<file path="src/rtl/ep_bank_pkg.sv">
package ep_bank_pkg;
  localparam int EP_COUNT = 8;
  localparam int IDX_W    = $clog2(EP_COUNT);
  localparam int WORD_W   = 32;

  localparam int BIT_RXDONE = 15;
  localparam int BIT_RXTOG  = 14;
  localparam int RXSTAT_LO  = 12;
  localparam int BIT_SETUP  = 11;
  localparam int BIT_TXDONE = 7;
  localparam int BIT_TXTOG  = 6;
  localparam int TXSTAT_LO  = 4;
  localparam int BIT_NAK    = 23;
  localparam int BIT_TXERR  = 25;
  localparam int BIT_RXERR  = 26;

  localparam logic [WORD_W-1:0] RW_MASK   = 32'h017F_070F;
  localparam logic [WORD_W-1:0] CLR0_MASK = 32'h0680_8080;
  localparam logic [WORD_W-1:0] FLIP_MASK = 32'h0000_7070;
  localparam logic [WORD_W-1:0] RO_MASK   = 32'h0000_0800;
  localparam logic [WORD_W-1:0] KEEP_MASK = 32'h0000_8080;
  localparam logic [WORD_W-1:0] RSV_MASK  = ~(RW_MASK | CLR0_MASK | FLIP_MASK | RO_MASK);
  localparam logic [WORD_W-1:0] HOLD_PATTERN = CLR0_MASK;

  typedef struct packed {
    logic [EP_COUNT-1:0] wrSel;
    logic                busClr;
    logic                rdHit;
    logic [IDX_W-1:0]    rdIdx;
  } bankStrobes_t;
endpackage

</file>
<file path="src/rtl/ep_bank_ctrl.sv">
module ep_bank_ctrl
  import ep_bank_pkg::*;
#(
  parameter int ADDR_W = 8
) (
  input  logic              wrEn,
  input  logic [ADDR_W-1:0] addr,
  input  logic              usbReset,
  output bankStrobes_t      strb
);
  localparam int SLOT_W = ADDR_W - 2;

  logic [SLOT_W-1:0] slotIdx;
  logic              inRange;

  assign slotIdx = addr[ADDR_W-1:2];
  assign inRange = int'(slotIdx) < EP_COUNT;

  assign strb.busClr = usbReset;
  assign strb.rdHit  = inRange;
  assign strb.rdIdx  = slotIdx[IDX_W-1:0];

  for (genvar i = 0; i < EP_COUNT; i++) begin : g_sel
    assign strb.wrSel[i] = wrEn && !usbReset && inRange && (int'(slotIdx) == i);
  end
endmodule

</file>
<file path="src/rtl/ep_bank_regs.sv">
module ep_bank_regs
  import ep_bank_pkg::*;
(
  input  logic                     clk,
  input  logic                     rstN,
  input  bankStrobes_t             strb,
  input  logic [WORD_W-1:0]        wrData,
  input  logic [EP_COUNT-1:0]      hwSetRxDone,
  input  logic [EP_COUNT-1:0]      hwSetTxDone,
  input  logic [EP_COUNT-1:0]      hwSetNak,
  input  logic [EP_COUNT-1:0]      hwSetRxErr,
  input  logic [EP_COUNT-1:0]      hwSetTxErr,
  input  logic [EP_COUNT-1:0]      hwSetSetup,
  input  logic [EP_COUNT-1:0]      hwLoadRxStat,
  input  logic [2*EP_COUNT-1:0]    hwRxStatVal,
  input  logic [EP_COUNT-1:0]      hwLoadTxStat,
  input  logic [2*EP_COUNT-1:0]    hwTxStatVal,
  input  logic [EP_COUNT-1:0]      hwFlipRxToggle,
  input  logic [EP_COUNT-1:0]      hwFlipTxToggle,
  output logic [WORD_W-1:0]        rdData,
  output logic [EP_COUNT*WORD_W-1:0] epFlat
);
  logic [EP_COUNT-1:0][WORD_W-1:0] regQ;

  for (genvar i = 0; i < EP_COUNT; i++) begin : g_ep
    logic [WORD_W-1:0] cur, nxt;

    always_comb begin
      nxt = cur;
      // software clear first so a same-cycle hardware set wins
      if (strb.wrSel[i]) nxt = nxt & (wrData | ~CLR0_MASK);
      if (hwSetRxDone[i]) nxt[BIT_RXDONE] = 1'b1;
      if (hwSetTxDone[i]) nxt[BIT_TXDONE] = 1'b1;
      if (hwSetNak[i])    nxt[BIT_NAK]    = 1'b1;
      if (hwSetRxErr[i])  nxt[BIT_RXERR]  = 1'b1;
      if (hwSetTxErr[i])  nxt[BIT_TXERR]  = 1'b1;
      if (hwSetSetup[i])       nxt[BIT_SETUP] = 1'b1;
      else if (hwSetRxDone[i]) nxt[BIT_SETUP] = 1'b0;
      // hardware status/toggle updates precede the software flip
      if (hwLoadRxStat[i])   nxt[RXSTAT_LO +: 2] = hwRxStatVal[2*i +: 2];
      if (hwLoadTxStat[i])   nxt[TXSTAT_LO +: 2] = hwTxStatVal[2*i +: 2];
      if (hwFlipRxToggle[i]) nxt[BIT_RXTOG] = ~nxt[BIT_RXTOG];
      if (hwFlipTxToggle[i]) nxt[BIT_TXTOG] = ~nxt[BIT_TXTOG];
      if (strb.wrSel[i]) begin
        nxt = nxt ^ (wrData & FLIP_MASK);
        nxt = (nxt & ~RW_MASK) | (wrData & RW_MASK);
      end
      if (strb.busClr) begin
        nxt = '0;
        nxt[BIT_RXDONE] = cur[BIT_RXDONE] | hwSetRxDone[i];
        nxt[BIT_TXDONE] = cur[BIT_TXDONE] | hwSetTxDone[i];
      end
    end

    always_ff @(posedge clk or negedge rstN) begin
      if (!rstN) cur <= '0;
      else       cur <= nxt;
    end

    assign regQ[i] = cur;
    assign epFlat[i*WORD_W +: WORD_W] = cur;
  end

  assign rdData = strb.rdHit ? regQ[strb.rdIdx] : '0;
endmodule

</file>
<file path="src/rtl/ep_ctrl_bank.sv">
module ep_ctrl_bank
  import ep_bank_pkg::*;
#(
  parameter int ADDR_W = 8
) (
  input  logic                  clk,
  input  logic                  rstN,
  input  logic                  usbReset,
  input  logic                  wrEn,
  input  logic [ADDR_W-1:0]     addr,
  input  logic [31:0]           wrData,
  output logic [31:0]           rdData,
  input  logic [EP_COUNT-1:0]   hwSetRxDone,
  input  logic [EP_COUNT-1:0]   hwSetTxDone,
  input  logic [EP_COUNT-1:0]   hwSetNak,
  input  logic [EP_COUNT-1:0]   hwSetRxErr,
  input  logic [EP_COUNT-1:0]   hwSetTxErr,
  input  logic [EP_COUNT-1:0]   hwSetSetup,
  input  logic [EP_COUNT-1:0]   hwLoadRxStat,
  input  logic [2*EP_COUNT-1:0] hwRxStatVal,
  input  logic [EP_COUNT-1:0]   hwLoadTxStat,
  input  logic [2*EP_COUNT-1:0] hwTxStatVal,
  input  logic [EP_COUNT-1:0]   hwFlipRxToggle,
  input  logic [EP_COUNT-1:0]   hwFlipTxToggle
);
  bankStrobes_t                 strb;
  logic [EP_COUNT*WORD_W-1:0]   epFlat;

  ep_bank_ctrl #(.ADDR_W(ADDR_W)) u_ctrl (
    .wrEn(wrEn), .addr(addr), .usbReset(usbReset), .strb(strb)
  );

  ep_bank_regs u_regs (
    .clk(clk), .rstN(rstN), .strb(strb), .wrData(wrData),
    .hwSetRxDone(hwSetRxDone), .hwSetTxDone(hwSetTxDone), .hwSetNak(hwSetNak),
    .hwSetRxErr(hwSetRxErr), .hwSetTxErr(hwSetTxErr), .hwSetSetup(hwSetSetup),
    .hwLoadRxStat(hwLoadRxStat), .hwRxStatVal(hwRxStatVal),
    .hwLoadTxStat(hwLoadTxStat), .hwTxStatVal(hwTxStatVal),
    .hwFlipRxToggle(hwFlipRxToggle), .hwFlipTxToggle(hwFlipTxToggle),
    .rdData(rdData), .epFlat(epFlat)
  );
endmodule

</file>
<file path="config.mk">
export PLATFORM = sky130hd
export DESIGN_NAME = ep_ctrl_bank
export DESIGN_NICKNAME = d
export VERILOG_FILES = /design/src/rtl/ep_bank_pkg.sv /design/src/rtl/ep_bank_ctrl.sv /design/src/rtl/ep_bank_regs.sv /design/src/rtl/ep_ctrl_bank.sv
export SDC_FILE = /design/constraint.sdc
export NUM_CORES = 1
export LEC_CHECK = 0
export BUFFER_PORTS_ARGS = -buffer_cell sky130_fd_sc_hd__buf_2
export CORE_AREA = 4 4 143 145
export DETAILED_ROUTE_END_ITERATION = 8
export DIE_AREA = 0 0 147 149
export HOLD_SLACK_MARGIN = 0.02
export PLACE_DENSITY = 0.85
export SETUP_SLACK_MARGIN = 0.2
export SLEW_MARGIN = 20
export SYNTH_ARGS = -nofsm -noshare
export SYNTH_HDL_FRONTEND = slang
export SYNTH_SLANG_ARGS = --single-unit
</file>
<file path="constraint.sdc">
create_clock -name clk -period 2.8 [get_ports clk]
set_clock_uncertainty 0.2 [all_clocks]
set_input_delay 0.28 -clock clk [delete_from_list [all_inputs] [get_ports clk]]
set_output_delay 0.28 -clock clk [all_outputs]
set_load 0.02 [all_outputs]
</file>
# Word-level counts from Yosys, hierarchy flattened
# Cells that the tools add are included.
[word_totals]
register_bits = 256
latch_bits = 0
mem_bits_rw = 0
rom_bits = 0
in_bits = 156
out_inout_bits = 32
elab_cells = 200
n_memories = 0
[classes]
add_sub_neg = 0
mul = 0
div_mod_pow = 0
magnitude_cmp = 2
eq_ne = 7
shifts = 0
mux = 115
bitwise = 56
reduce_logical = 12
[ops]
columns = ["operator", "n"]
rows = [
  ["32-bit 2-to-1 mux", 26],
  ["32-bit AND", 8],
  ["32-bit by 25-bit OR with 32-bit output", 8],
  ["32-bit by 15-bit bitwise XOR with 32-bit output", 8],
  ["32-bit binary-select mux with 3-bit select", 1],
  ["1-bit 2-to-1 mux", 72],
  ["2-bit 2-to-1 mux", 16],
  ["6-bit by 4-bit == test with 1-bit output, second input constant", 4],
  ["1-bit inverter", 16],
  ["1-bit OR", 16],
  ["6-bit by 3-bit == test with 1-bit output, second input constant", 2],
  ["1-bit logical AND", 10],
  ["6-bit by 2-bit == test with 1-bit output, second input constant", 1],
  ["6-bit zero test", 1],
  ["6-bit by 4-bit < comparator with 1-bit output, second input constant", 1],
  ["3-bit by 4-bit < comparator with 1-bit output, second input constant", 1],
  ["1-bit zero test", 1],
]

# Longest topological paths before layout
[logic_depth]
depth_word = 11
depth_mapped = 7
depth_no_buf = 3

# Modules after synthesis
# A second synthesis with hierarchy kept.
[unflattened]
hier_cells = 1097
hier_area_um2 = 11662.4
[by_module_without_submodules]
columns = ["module", "instances", "cells_each", "area_each_um2", "seq_area_each_um2"]
rows = [
  ["ep_bank_regs", 1, 1076, 11531.1, 5405.2],
  ["ep_bank_ctrl", 1, 21, 131.4, 0.0],
]

# Worst setup path after synthesis
# No wires, ideal clock.
[synth_timing]
kind = "input to output"
from = "in addr[4]"
to = "out rdData[25]"
arrival_time_ps = 1637
required_time_ps = 2320
setup_slack_ps = 683
path_stages = 5
n_path_buf = 3
cell_sequence = "buf_2 > buf_6 > nor4_2 > buf_2 > a22o_1"
[synth_via]
elab_chain_cells = 3
elab_cells_between_ends = 4
[synth_lines]
columns = ["element", "line_no", "source"]
rows = [
  ["from (decl)", "ep_ctrl_bank.sv:10", "input logic [ADDR_W-1:0] addr,"],
  ["branches (longest 2 deep; another with 6-bit by 4-bit < comparator with 1-bit output)", "n/a", ""],
  ["32-bit 2-to-1 mux (*)", "ep_bank_regs.sv:64", "assign rdData = strb.rdHit ? regQ[strb.rdIdx] : '0;"],
  ["to (decl)", "ep_ctrl_bank.sv:12", "output logic [31:0] rdData,"],
]
# Every way passes the cells marked *. The select of a mux whose other input is x is not followed.

# Worst setup path after layout
[layout_timing]
from = "in hwTxStatVal[6]"
to = "reg u_regs.g_ep[3].cur[4]"
[layout_via]
elab_chain_cells = 5
[layout_lines]
columns = ["element", "line_no", "source"]
rows = [
  ["from (decl)", "ep_ctrl_bank.sv:22", "input logic [2*EP_COUNT-1:0] hwTxStatVal,"],
  ["2-bit 2-to-1 mux (*)", "ep_bank_regs.sv:41", "if (hwLoadTxStat[i]) nxt[TXSTAT_LO +: 2] = hwTxStatVal[2*i +: 2];"],
  ["32-bit by 15-bit bitwise XOR with 32-bit output", "ep_bank_regs.sv:45", "nxt = nxt ^ (wrData & FLIP_MASK);"],
  ["32-bit by 25-bit OR with 32-bit output", "ep_bank_regs.sv:46", "nxt = (nxt & ~RW_MASK) | (wrData & RW_MASK);"],
  ["32-bit 2-to-1 mux (*)", "ep_bank_regs.sv:44", "if (strb.wrSel[i]) begin"],
  ["32-bit 2-to-1 mux (*)", "ep_bank_regs.sv:48", "if (strb.busClr) begin"],
  ["net u_regs.g_ep[3].nxt[4]", "ep_bank_regs.sv:26", "logic [WORD_W-1:0] cur, nxt;"],
  ["to (signal assigned)", "ep_bank_regs.sv:57", "else cur <= nxt;"],
  ["to (decl)", "ep_bank_regs.sv:26", ""],
]
# The timed path passes the listed nets; every way through them passes the cells marked *.

==> impl_metrics.csv <==
group,metric,value,unit
routing,postRouteAntennaNets,0,
worst_setup_path,rr_startpoint,"u_regs.g_ep[3].cur[4]",
global_route,globalRoute.totalOverflow,0,
final_layout,largest_register,"u_regs.g_ep.cur",
synthesis,synth_cell_types,43,
place,gp_congestion,0.7868,
floorplanning,initial_core_util,0.6141,
run_status,outcome,"finished, final reports clean",
global_route,grt_max_degree,125,
synthesis,synth-simple-area-share,0.1246,
min_path,hp-class,"in -> reg",
job,max-cap-violations,0,
final_layout,top_regs,"u_regs.g_ep.cur x216",
routing,vias_per_cell,7.200,
synthesis,yosysWarnings,0,
floorplanning,core_region_area,19210,µm²
sta,timing.final.crit_share,0.9081,
global_route,antenna_found_initial,1,
synthesis,ys_seq_elements,216,
sta,fin_crit,2.543,ns
final_layout,synthToLayoutAreaGrowth,30.93,%
sta,setup_viol,0,
min_path,min_from,"wrData[26]",
cts,cts_tree,"built",
synthesis,synth_mux_area_frac,0.1303,
floorplanning,io_pins,188,
sta,grt_setup_unrepaired,"no",
cts,cts_buffers,23,
global_route,track_usage,0.3957,
floorplanning,die_w,147,µm
floorplanning,row_count,51,
synthesis,synth_xor_area_frac,0.01188,
pwr,power_density,485.1,nW/µm²
min_path,hold_path_end,"u_regs.g_ep[7].cur[26]",
floorplanning,dieHeight,149,µm
synthesis,ys_async_sr_fraction,1.000,
synthesis,synth_top_family_by_area,"compound AO/OA/AOI/OAI gates",
routing,vias,12132,
worst_setup_path,path_class,"in -> reg",
worst_setup_path,endpoint_kind,"flop",
final_layout,fin_cells,1685,
cts,cts_buffer_depth,3,
worst_setup_path,worstPathRequired,3.03,ns
cts,cts_root_buf,"clkbuf_16",
synthesis,synth-edff-count,0,
sta,hold_viol_final,0,
final_layout,drive_gt1_frac,0.2419,
routing,drt-pass1-iter-count,6,
routing,drt_iter0_markers,1661,
final_layout,largest_reg_flops,216,
synthesis,synth_area,11800,µm²
worst_setup_path,r2r.worst_path.cells,5,
routing,detail_route.wirelength,43900,µm
sta,drv_slew,0,
cts,clk_pin_slew,0.07,ns
final_layout,layout.nets,1558,
global_route,grt_pass1_vias,12545,
place,port-buffer-count,174,
worst_setup_path,crit_fanout,2,
sta,fmax,0.3933,GHz
synthesis,avgSynthCellArea,10.45,µm²
pwr,p_leak,6.580,nW
cts,clock_latency,0.51,ns
worst_setup_path,critPathLaunchType,"primary input",
sta,tns,0,ns
floorplanning,die_area,21900,µm²
synthesis,ys_seq_area_frac,0.4583,
synthesis,synth-compound-area-share,0.2090,
cts,htree_num_levels,1,
routing,drc,0,
synthesis,synth_ff_type,"dfrtp_1",
routing,wl_per_cell,26.05,µm
min_path,hold_path_depth,3,
place,placedCellCount,1463,
sta,relSlewSlack,0.4575,
synthesis,synthCells,1129,
pwr,p_total,7.491,mW
cts,cts.sinks,216,
worst_setup_path,timing.rr.end,"u_regs.g_ep[3].cur[4]",
worst_setup_path,r2r_setup_slack,0.26,ns
worst_setup_path,arrival,2.77,ns
place,dp_hpwl,21300,µm
pwr,ir_drop,0.4658,mV
sta,worstMarginPinSlew,0.8137,ns
global_route,grt_first_pass_wirelength,68270,µm
synthesis,synth_adder_area_share,0,
==> cell usage in the layout, fill, tap and decap left out, types with 4 or more instances in the layout <==
master           n
a21o_1           8
a21oi_1        137
a22o_1          27
a311oi_1        31
a31o_2          11
a41o_1          31
buf_12          14
buf_2          170
buf_4           35
clkbuf_1         7
clkbuf_16       23
clkbuf_8         8
conb_1           5
dfrtp_1        216
dlygate4sd3_1  179
inv_1            8
mux2i_1         32
mux4_2          54
nand2_1          8
nand3_1        131
nand4_1         14
nor2_1          33
nor3_1          24
nor4_1          24
nor4b_4          4
o21ai_0        123
o41ai_2          8
xnor2_1         13
==> worst max path at each step <==
stage | to | startpoint | depth (start not counted)
after floorplan | rdData[25] | addr[4] | 5
after global placement | rdData[13] | addr[2] | 5
after detailed placement | rdData[13] | addr[2] | 5
after CTS | rdData[13] | addr[2] | 5
after global routing | u_regs.g_ep[2].cur[5] | hwTxStatVal[5] | 7
final | u_regs.g_ep[3].cur[4] | hwTxStatVal[6] | 7
==> synth_stat cells, types with 4 or more instances <==
| library cell | instances | area share |
|---|---|---|
| a41o_1 | 31 | 0.026 |
| nand4_1 | 14 | 0.0074 |
| inv_1 | 8 | 0.0025 |
| or4b_1 | 4 | 0.0034 |
| buf_1 | 16 | 0.0051 |
| buf_6 | 6 | 0.0057 |
| nor4_1 | 24 | 0.013 |
| nor2_1 | 33 | 0.011 |
| a31o_2 | 11 | 0.0082 |
| a22o_1 | 27 | 0.020 |
| nor3_1 | 24 | 0.010 |
| o21ai_0 | 123 | 0.052 |
| a21o_1 | 8 | 0.0051 |
| mux4_2 | 54 | 0.10 |
| nand2_1 | 8 | 0.0025 |
| nand3_1 | 131 | 0.056 |
| buf_4 | 16 | 0.010 |
| a311oi_1 | 31 | 0.023 |
| mux2i_1 | 32 | 0.027 |
| buf_2 | 34 | 0.014 |
| a21oi_1 | 139 | 0.059 |
| dfrtp_1 | 216 | 0.46 |
| o41ai_2 | 8 | 0.011 |
| xnor2_1 | 13 | 0.0097 |
| clkbuf_1 | 83 | 0.026 |
==> layer usage <==
metal / track usage / part of all wire / vias to the layer above
li1: - / - / 4869
met1: 0.4719 / 0.32 / 5796
met2: 0.6451 / 0.47 / 1105
met3: 0.07991 / 0.11 / 362
met4: 0.2856 / 0.091 / 0
met5: 0 / 0 / -
==> stage by stage <==
stage          worst slack, ns  cell area [µm²]    util  hold slack, ns
2_1_floorplan           0.6830            11810       -         -0.2156
3_3_place_gp            0.3472            12890  0.6710          0.1287
3_5_place_dp            0.3547            12890  0.6710          0.1259
4_1_cts                 0.3357            15420  0.8030         0.02027
5_1_grt                 0.2135            15440  0.8039         0.03542
6_report                0.2573            15440  0.8041         0.03536
==> where the power goes <==
group	total, mW	switching, mW	internal (mW)
logic	1.13	0.632	0.502
clock network	3.09	1.30	1.79
registers	3.27	0.0654	3.21
==> cell type report <==
| cell class | count | area [µm²] |
|---|---|---|
| inverter | 8 | 30.03 |
| sequential | 216 | 5405 |
| antenna | 2 | 5.005 |
| timing repair buffer | 402 | 3233 |
| tap | 265 | 331.6 |
| multi-input combinational | 751 | 5695 |
| clock inverter | 4 | 45.04 |
| clock buffer | 37 | 698.2 |
| fill | 1019 | 3764 |
==> repair_timing <==
item                                    in CTS  in global routing
hold buffers                               179                  0
buffers inserted                             0                  0
endpoints found under the hold margin      280                  0
endpoints found under the setup margin       0                  4
gates resized for setup                      0                  4
==> worst max-delay path, cell delays in order <==
cell           delay, ns
dlygate4sd3_1       0.53
buf_2               0.14
mux2i_1             0.23
dlygate4sd3_1       0.62
nand4_1             0.13
dlygate4sd3_1       0.62
a21oi_2             0.23
==> logic make-up (layout without fill, tap and decap cells) <==
family,Yosys count,after routing
XOR/XNOR,16,16
flip-flops,216,216
buffers and inverters,166,451
AO/OA/AOI/OAI,384,384
AND/OR/NAND/NOR,260,260
multiplexers,86,86
other,1,7
No activity file was read; power rests on OpenSTA's default activity.
